==> src/rtl/supv_pkg.sv <==
`timescale 1ns/1ps
package supv_pkg;

    // Sequencer states: reset held waiting for supply, reset held while
    // the release delay runs, and reset released.
    typedef enum logic [1:0] {
        SV_FAULT = 2'd0,
        SV_DELAY = 2'd1,
        SV_RUN   = 2'd2
    } supv_state_e;

endpackage

==> src/rtl/supv_sync.sv <==
`timescale 1ns/1ps
module supv_sync #(
    parameter int STAGES  = 2,
    parameter bit RST_VAL = 1'b0
) (
    input  logic clk,
    input  logic rst_n,
    input  logic d,
    output logic q
);

    logic [STAGES-1:0] stage_q;

    generate
        for (genvar s = 0; s < STAGES; s++) begin : g_stage
            if (s == 0) begin : g_first
                always_ff @(posedge clk or negedge rst_n) begin
                    if (!rst_n) stage_q[0] <= RST_VAL;
                    else        stage_q[0] <= d;
                end
            end else begin : g_next
                always_ff @(posedge clk or negedge rst_n) begin
                    if (!rst_n) stage_q[s] <= RST_VAL;
                    else        stage_q[s] <= stage_q[s-1];
                end
            end
        end
    endgenerate

    assign q = stage_q[STAGES-1];

endmodule

==> src/rtl/supv_dip_filter.sv <==
`timescale 1ns/1ps
module supv_dip_filter #(
    parameter int GLITCH_CYC = 6
) (
    input  logic clk,
    input  logic rst_n,
    input  logic above_low,
    output logic dip
);

    localparam int CW = $clog2(GLITCH_CYC + 1);
    localparam logic [CW-1:0] LIM = CW'(GLITCH_CYC);

    logic [CW-1:0] run_q;

    // Count consecutive below-trip samples; saturate at the limit.
    always_ff @(posedge clk or negedge rst_n) begin
        if (!rst_n)           run_q <= '0;
        else if (above_low)   run_q <= '0;
        else if (run_q != LIM) run_q <= run_q + 1'b1;
    end

    assign dip = (run_q == LIM);

endmodule

==> src/rtl/supv_hold_timer.sv <==
`timescale 1ns/1ps
module supv_hold_timer #(
    parameter int RELEASE_CYC = 25000
) (
    input  logic clk,
    input  logic rst_n,
    input  logic run,
    output logic done
);

    localparam int CW = $clog2(RELEASE_CYC + 1);
    localparam logic [CW-1:0] LIM = CW'(RELEASE_CYC - 1);

    logic [CW-1:0] cnt_q;

    // Cleared whenever the sequencer is outside the delay state.
    always_ff @(posedge clk or negedge rst_n) begin
        if (!rst_n)         cnt_q <= '0;
        else if (!run)      cnt_q <= '0;
        else if (!done)     cnt_q <= cnt_q + 1'b1;
    end

    assign done = (cnt_q == LIM);

endmodule

==> src/rtl/supv_rst_gen.sv <==
`timescale 1ns/1ps
module supv_rst_gen
    import supv_pkg::*;
#(
    parameter int GLITCH_CYC  = 6,
    parameter int RELEASE_CYC = 25000,
    parameter int SYNC_STAGES = 2
) (
    input  logic clk,
    input  logic rst_n,
    input  logic vlow_n,
    input  logic vgood,
    input  logic wdt_fault,
    output logic rst_out_n,
    output logic rel_pulse
);

    logic        vlow_n_s;
    logic        vgood_s;
    logic        dip;
    logic        hold_done;
    logic        hold_run;
    logic        rel_q;
    supv_state_e state_q;
    supv_state_e state_d;

    // Lower-trip input resets to "not below" so the filter starts idle.
    supv_sync #(.STAGES(SYNC_STAGES), .RST_VAL(1'b1)) u_sync_low (
        .clk   (clk),
        .rst_n (rst_n),
        .d     (vlow_n),
        .q     (vlow_n_s)
    );

    // Supply-good resets to "not good" so release needs a real sample.
    supv_sync #(.STAGES(SYNC_STAGES), .RST_VAL(1'b0)) u_sync_good (
        .clk   (clk),
        .rst_n (rst_n),
        .d     (vgood),
        .q     (vgood_s)
    );

    supv_dip_filter #(.GLITCH_CYC(GLITCH_CYC)) u_filter (
        .clk       (clk),
        .rst_n     (rst_n),
        .above_low (vlow_n_s),
        .dip       (dip)
    );

    assign hold_run = (state_q == SV_DELAY);

    supv_hold_timer #(.RELEASE_CYC(RELEASE_CYC)) u_timer (
        .clk   (clk),
        .rst_n (rst_n),
        .run   (hold_run),
        .done  (hold_done)
    );

    // Next-state logic.
    always_comb begin
        state_d = state_q;
        unique case (state_q)
            SV_FAULT: begin
                if (vgood_s && !dip && !wdt_fault) state_d = SV_DELAY;
            end
            SV_DELAY: begin
                if (dip || !vgood_s || wdt_fault) state_d = SV_FAULT;
                else if (hold_done)              state_d = SV_RUN;
            end
            SV_RUN: begin
                if (dip || wdt_fault) state_d = SV_FAULT;
            end
            default: state_d = SV_FAULT;
        endcase
    end

    // State register.
    always_ff @(posedge clk or negedge rst_n) begin
        if (!rst_n) state_q <= SV_FAULT;
        else        state_q <= state_d;
    end

    // Outputs: reset level from state, release strobe on RUN entry.
    always_ff @(posedge clk or negedge rst_n) begin
        if (!rst_n) rel_q <= 1'b0;
        else        rel_q <= (state_d == SV_RUN) && (state_q != SV_RUN);
    end

    assign rst_out_n = (state_q == SV_RUN);
    assign rel_pulse = rel_q;

endmodule

==> config.mk <==
export PLATFORM = sky130hd
export DESIGN_NAME = supv_rst_gen
export DESIGN_NICKNAME = d
export VERILOG_FILES = /design/src/rtl/supv_pkg.sv /design/src/rtl/supv_sync.sv /design/src/rtl/supv_dip_filter.sv /design/src/rtl/supv_hold_timer.sv /design/src/rtl/supv_rst_gen.sv
export SDC_FILE = /design/constraint.sdc
export NUM_CORES = 1
export LEC_CHECK = 0
export ABC_CLOCK_PERIOD_IN_PS = 1990
export BUFFER_PORTS_ARGS = -buffer_cell sky130_fd_sc_hd__buf_2
export CORE_ASPECT_RATIO = 2
export CORE_MARGIN = 5
export CORE_UTILIZATION = 45
export DETAILED_ROUTE_END_ITERATION = 8
export GPL_TIMING_DRIVEN = 0
export PLACE_DENSITY = 0.71
export SYNTH_ARGS = -nofsm -noshare
export SYNTH_HDL_FRONTEND = slang
export SYNTH_SLANG_ARGS = --single-unit
==> constraint.sdc <==
create_clock -name clk -period 1.99 [get_ports clk]
set_input_delay 0.199 -clock clk [delete_from_list [all_inputs] [get_ports clk]]
set_output_delay 0.199 -clock clk [all_outputs]
set_load 0.01 [all_outputs]
==> results.sh <==
export IMPL_end_kind="flip-flop"
export IMPL_tns_ps=0
export IMPL_cts_root_buf="clkbuf_8"
export IMPL_dr_pass1_iters=4
export IMPL_via_count=939
export IMPL_pwr_share_comb_pct=5.5
export IMPL_clockBufferDepth=2
export IMPL_use_met3_pct=2.16
export IMPL_hold_violations=0
export IMPL_diodes=0
export IMPL_fin_nets=138
export IMPL_cp_max_fo=7
export IMPL_clkPwrFrac_pct=34.6
export IMPL_grt_pass1_wl_um=4270
export IMPL_htreeDepth=1
export IMPL_max_slew_margin_rel_pct=63.6
export IMPL_io_buffers=6
export IMPL_slew_violations=0
export IMPL_status="finished, final reports clean"
export IMPL_worstPathArrival_ps=1940
export IMPL_grt_use_total_pct=14.4
export IMPL_worst_slew_pin_transition_ps=547
export IMPL_worstPathCellList="ha_1 > nand4_1 > or4_1 > a21oi_1"
export IMPL_finalCritPeriodShare_pct=87.4
export IMPL_rsz0062_at_grt="false"
export IMPL_post_route_util_pct=52.1
export IMPL_setup_worst_path_end="u_timer.cnt_q[12]$_DFFE_PN0P_"
export IMPL_clock_sink_count=25
export IMPL_hold_class="primary input to flip-flop"
export IMPL_grt_max_degree=26
export IMPL_period_minus_slack_ps=1740
export IMPL_seqCellArea_um2=628
export IMPL_post_place_cells=152
export IMPL_dr_first_iter_drc_count=48
export IMPL_synth_warnings=0
export IMPL_leakagePower_nw=0.542
export IMPL_wl_per_cell_um=15.4
export IMPL_seq_power_share_pct=59.9
export IMPL_reg2reg_to="u_timer.cnt_q[12]$_DFFE_PN0P_"
export IMPL_cp_depth=4
export IMPL_gp_congestion=0.805
export IMPL_finalClockSkew_ps=2.42
export IMPL_synth_edf_count=0
export IMPL_path_clk_slew_ps=90
export IMPL_gr_total_overflow=0
export IMPL_row_count=26
export IMPL_syn_area_mm2=0.00122
export IMPL_met1_usage_pct=15.3
export IMPL_grt_pass1_vias=982
export IMPL_p_sw_mw=0.208
export IMPL_cp_num_buf_inv=0
export IMPL_cts_tree="built"
export IMPL_busiest_layer="met2"
export IMPL_slowest_delay_ps=540
export IMPL_n_fill_cell=242
export IMPL_viasPerCell=5.98
export IMPL_synth_nets=126
export IMPL_start_kind="flip-flop"
export IMPL_fin_cells=157
export IMPL_numCtsBuffers=3
export IMPL_r2r_slack_ps=250
export IMPL_core_area_mm2=0.00257
export IMPL_die_w_um=46.8
export IMPL_p_int_mw=0.682
export IMPL_route_detailed_drc=0
export IMPL_die_y_um=83.5
export IMPL_ys_ff_latch=25
export IMPL_synth_ff_type="dfrtp_1"
export IMPL_io_pins=7
export IMPL_worstPathRequired_ps=2190
export IMPL_cpMaxStageDelayCell="or4_1"
export IMPL_start_util_pct=47.3
export IMPL_crit_start="u_timer.cnt_q[0]$_DFFE_PN0P_"
export IMPL_multi_input_area_um2=547
export IMPL_drt_total_wl_um=2430
export IMPL_synth_cell_type_count=35
export IMPL_reg2reg_depth=4
export IMPL_synth_cells=118
export IMPL_clock_latency_ps=270
export IMPL_maxCapViolCount=0
export IMPL_postRouteAntennaNets=0
export IMPL_syn_to_final_growth_pct=10.2
export IMPL_met2_usage_pct=25.7
export IMPL_fmax_mhz=575
export IMPL_crit_family="simple AND/OR/NAND/NOR gates"
export IMPL_async_reset_ff_share_pct=100
export IMPL_drive_above_1_share_pct=11.6
export IMPL_max_vdd_ir_drop_mv=0.496
export IMPL_syn_avg_cell_area_um2=10.3
export IMPL_synth_seq_area_share_pct=51.6
export IMPL_antenna_found_initial=0
export IMPL_dpl_hpwl_um=1830
export IMPL_setup_viol=0
export IMPL_r2r_start="u_timer.cnt_q[0]$_DFFE_PN0P_"
export IMPL_power_density_mw_per_mm2=665
export IMPL_whs_ps=15.6
export IMPL_crit_type="flip-flop to flip-flop"
export IMPL_p_sw_share_pct=23.4
export IMPL_dieArea_mm2=0.00391
[state kept, by name (all words and copies together) (netlist names)]
signal,flops
u_filter.run_q,3
u_sync_good.stage_q,1
u_sync_good.q,1
state_q,2
u_sync_low.stage_q,1
u_timer.cnt_q,15
rel_pulse,1
u_sync_low.q,1
[per-stage QoR]
stage	power (mW)	instance area, um^2	worst slack, ps
after floorplan	0.568	1220	470
after global placement	0.587	1280	343
after detailed placement	0.593	1280	286
after CTS	0.898	1340	259
after global routing	0.925	1340	149
final	0.891	1340	250
[placed cells by master, fill, tap and decap left out, types with 2 or more instances in the layout]
cell	instances
dfrtp_1	23
nand2_1	15
a21oi_1	8
buf_2	6
nand4_1	5
o31ai_1	5
mux2i_1	5
nor2_1	5
inv_1	4
nand2b_1	4
nor4_1	4
or4_1	4
nor3_1	3
o21ai_0	3
nand3_1	3
ha_1	3
clkbuf_8	3
nor2b_1	2
buf_6	2
or3_1	2
dfstp_2	2
[timing repair]
item | 4_1_cts | 5_1_grt
endpoints found under the hold margin | 23 | 0
hold buffers | 1 | 0
setup endpoints to repair | 0 | 0
resized for setup | 0 | 0
setup buffers | 0 | 0
[metal layers]
| layer | wire length, um | part of all wire (%) |
|---|---|---|
| met5 | 0 | 0 |
| met4 | 37 | 1.5 |
| met3 | 43 | 1.8 |
| met2 | 1430 | 59 |
| met1 | 918 | 38 |
[area by class of cell]
class | instances | share of cell area, %
plain buffers | 3 | 1.96
clock buffers | 3 | 3.08
clock inverters | 1 | 0.560
inverters | 4 | 1.12
multi-input cells | 86 | 40.8
flip-flops and latches | 25 | 46.9
well taps | 28 | 2.61
repair buffers | 7 | 2.99
[power by group through the flow]
stage | clock network [mW] | logic, mW | registers, mW
6_report | 0.309 | 0.0489 | 0.533
5_1_grt | 0.331 | 0.0583 | 0.535
4_1_cts | 0.314 | 0.0510 | 0.533
3_5_place_dp | 0 | 0.0494 | 0.543
3_3_place_gp | 0 | 0.0457 | 0.541
2_1_floorplan | 0 | 0.0276 | 0.540
[worst min path at each step]
stage	to	cells past startpoint	startpoint	slack, ps
final	u_sync_low.stage_q[0]$_DFF_PN1_	1	vlow_n	20
after global routing	u_sync_low.stage_q[0]$_DFF_PN1_	1	vlow_n	9
after CTS	u_sync_low.stage_q[0]$_DFF_PN1_	1	vlow_n	10
after detailed placement	u_timer.cnt_q[9]$_DFFE_PN0P_	1	rst_n	220
after global placement	u_timer.cnt_q[5]$_DFFE_PN0P_	1	rst_n	200
after floorplan	rel_pulse$_DFF_PN0_	0	rst_n	-100
[synthesized netlist by cell type (2+ instances only)]
master / count / area, um^2
a21oi_1: 8 / 40.0
buf_6: 2 / 22.5
dfrtp_1: 23 / 576
dfstp_2: 2 / 52.6
ha_1: 3 / 37.5
inv_1: 4 / 15.0
mux2i_1: 5 / 50.1
nand2_1: 15 / 56.3
nand2b_1: 4 / 25.0
nand3_1: 3 / 15.0
nand4_1: 5 / 31.3
nor2_1: 5 / 18.8
nor2b_1: 2 / 12.5
nor3_1: 3 / 15.0
nor4_1: 4 / 25.0
o21ai_0: 3 / 15.0
o31ai_1: 5 / 37.5
or3_1: 2 / 12.5
or4_1: 4 / 30.0
[cells by family after synthesis]
group                      count (synthesis)  share of synthesized area, %
adders and majority gates                  3                          3.09
DFF                                       25                          51.6
and+or+nand+nor                           55                          25.6
AOI/OAI and AO/OA                         21                          10.7
xor gates and xnor gates                   2                          1.44
muxes                                      5                          4.12
buffers and inverters                      7                          3.39
No activity file was read; power rests on OpenSTA's default activity.
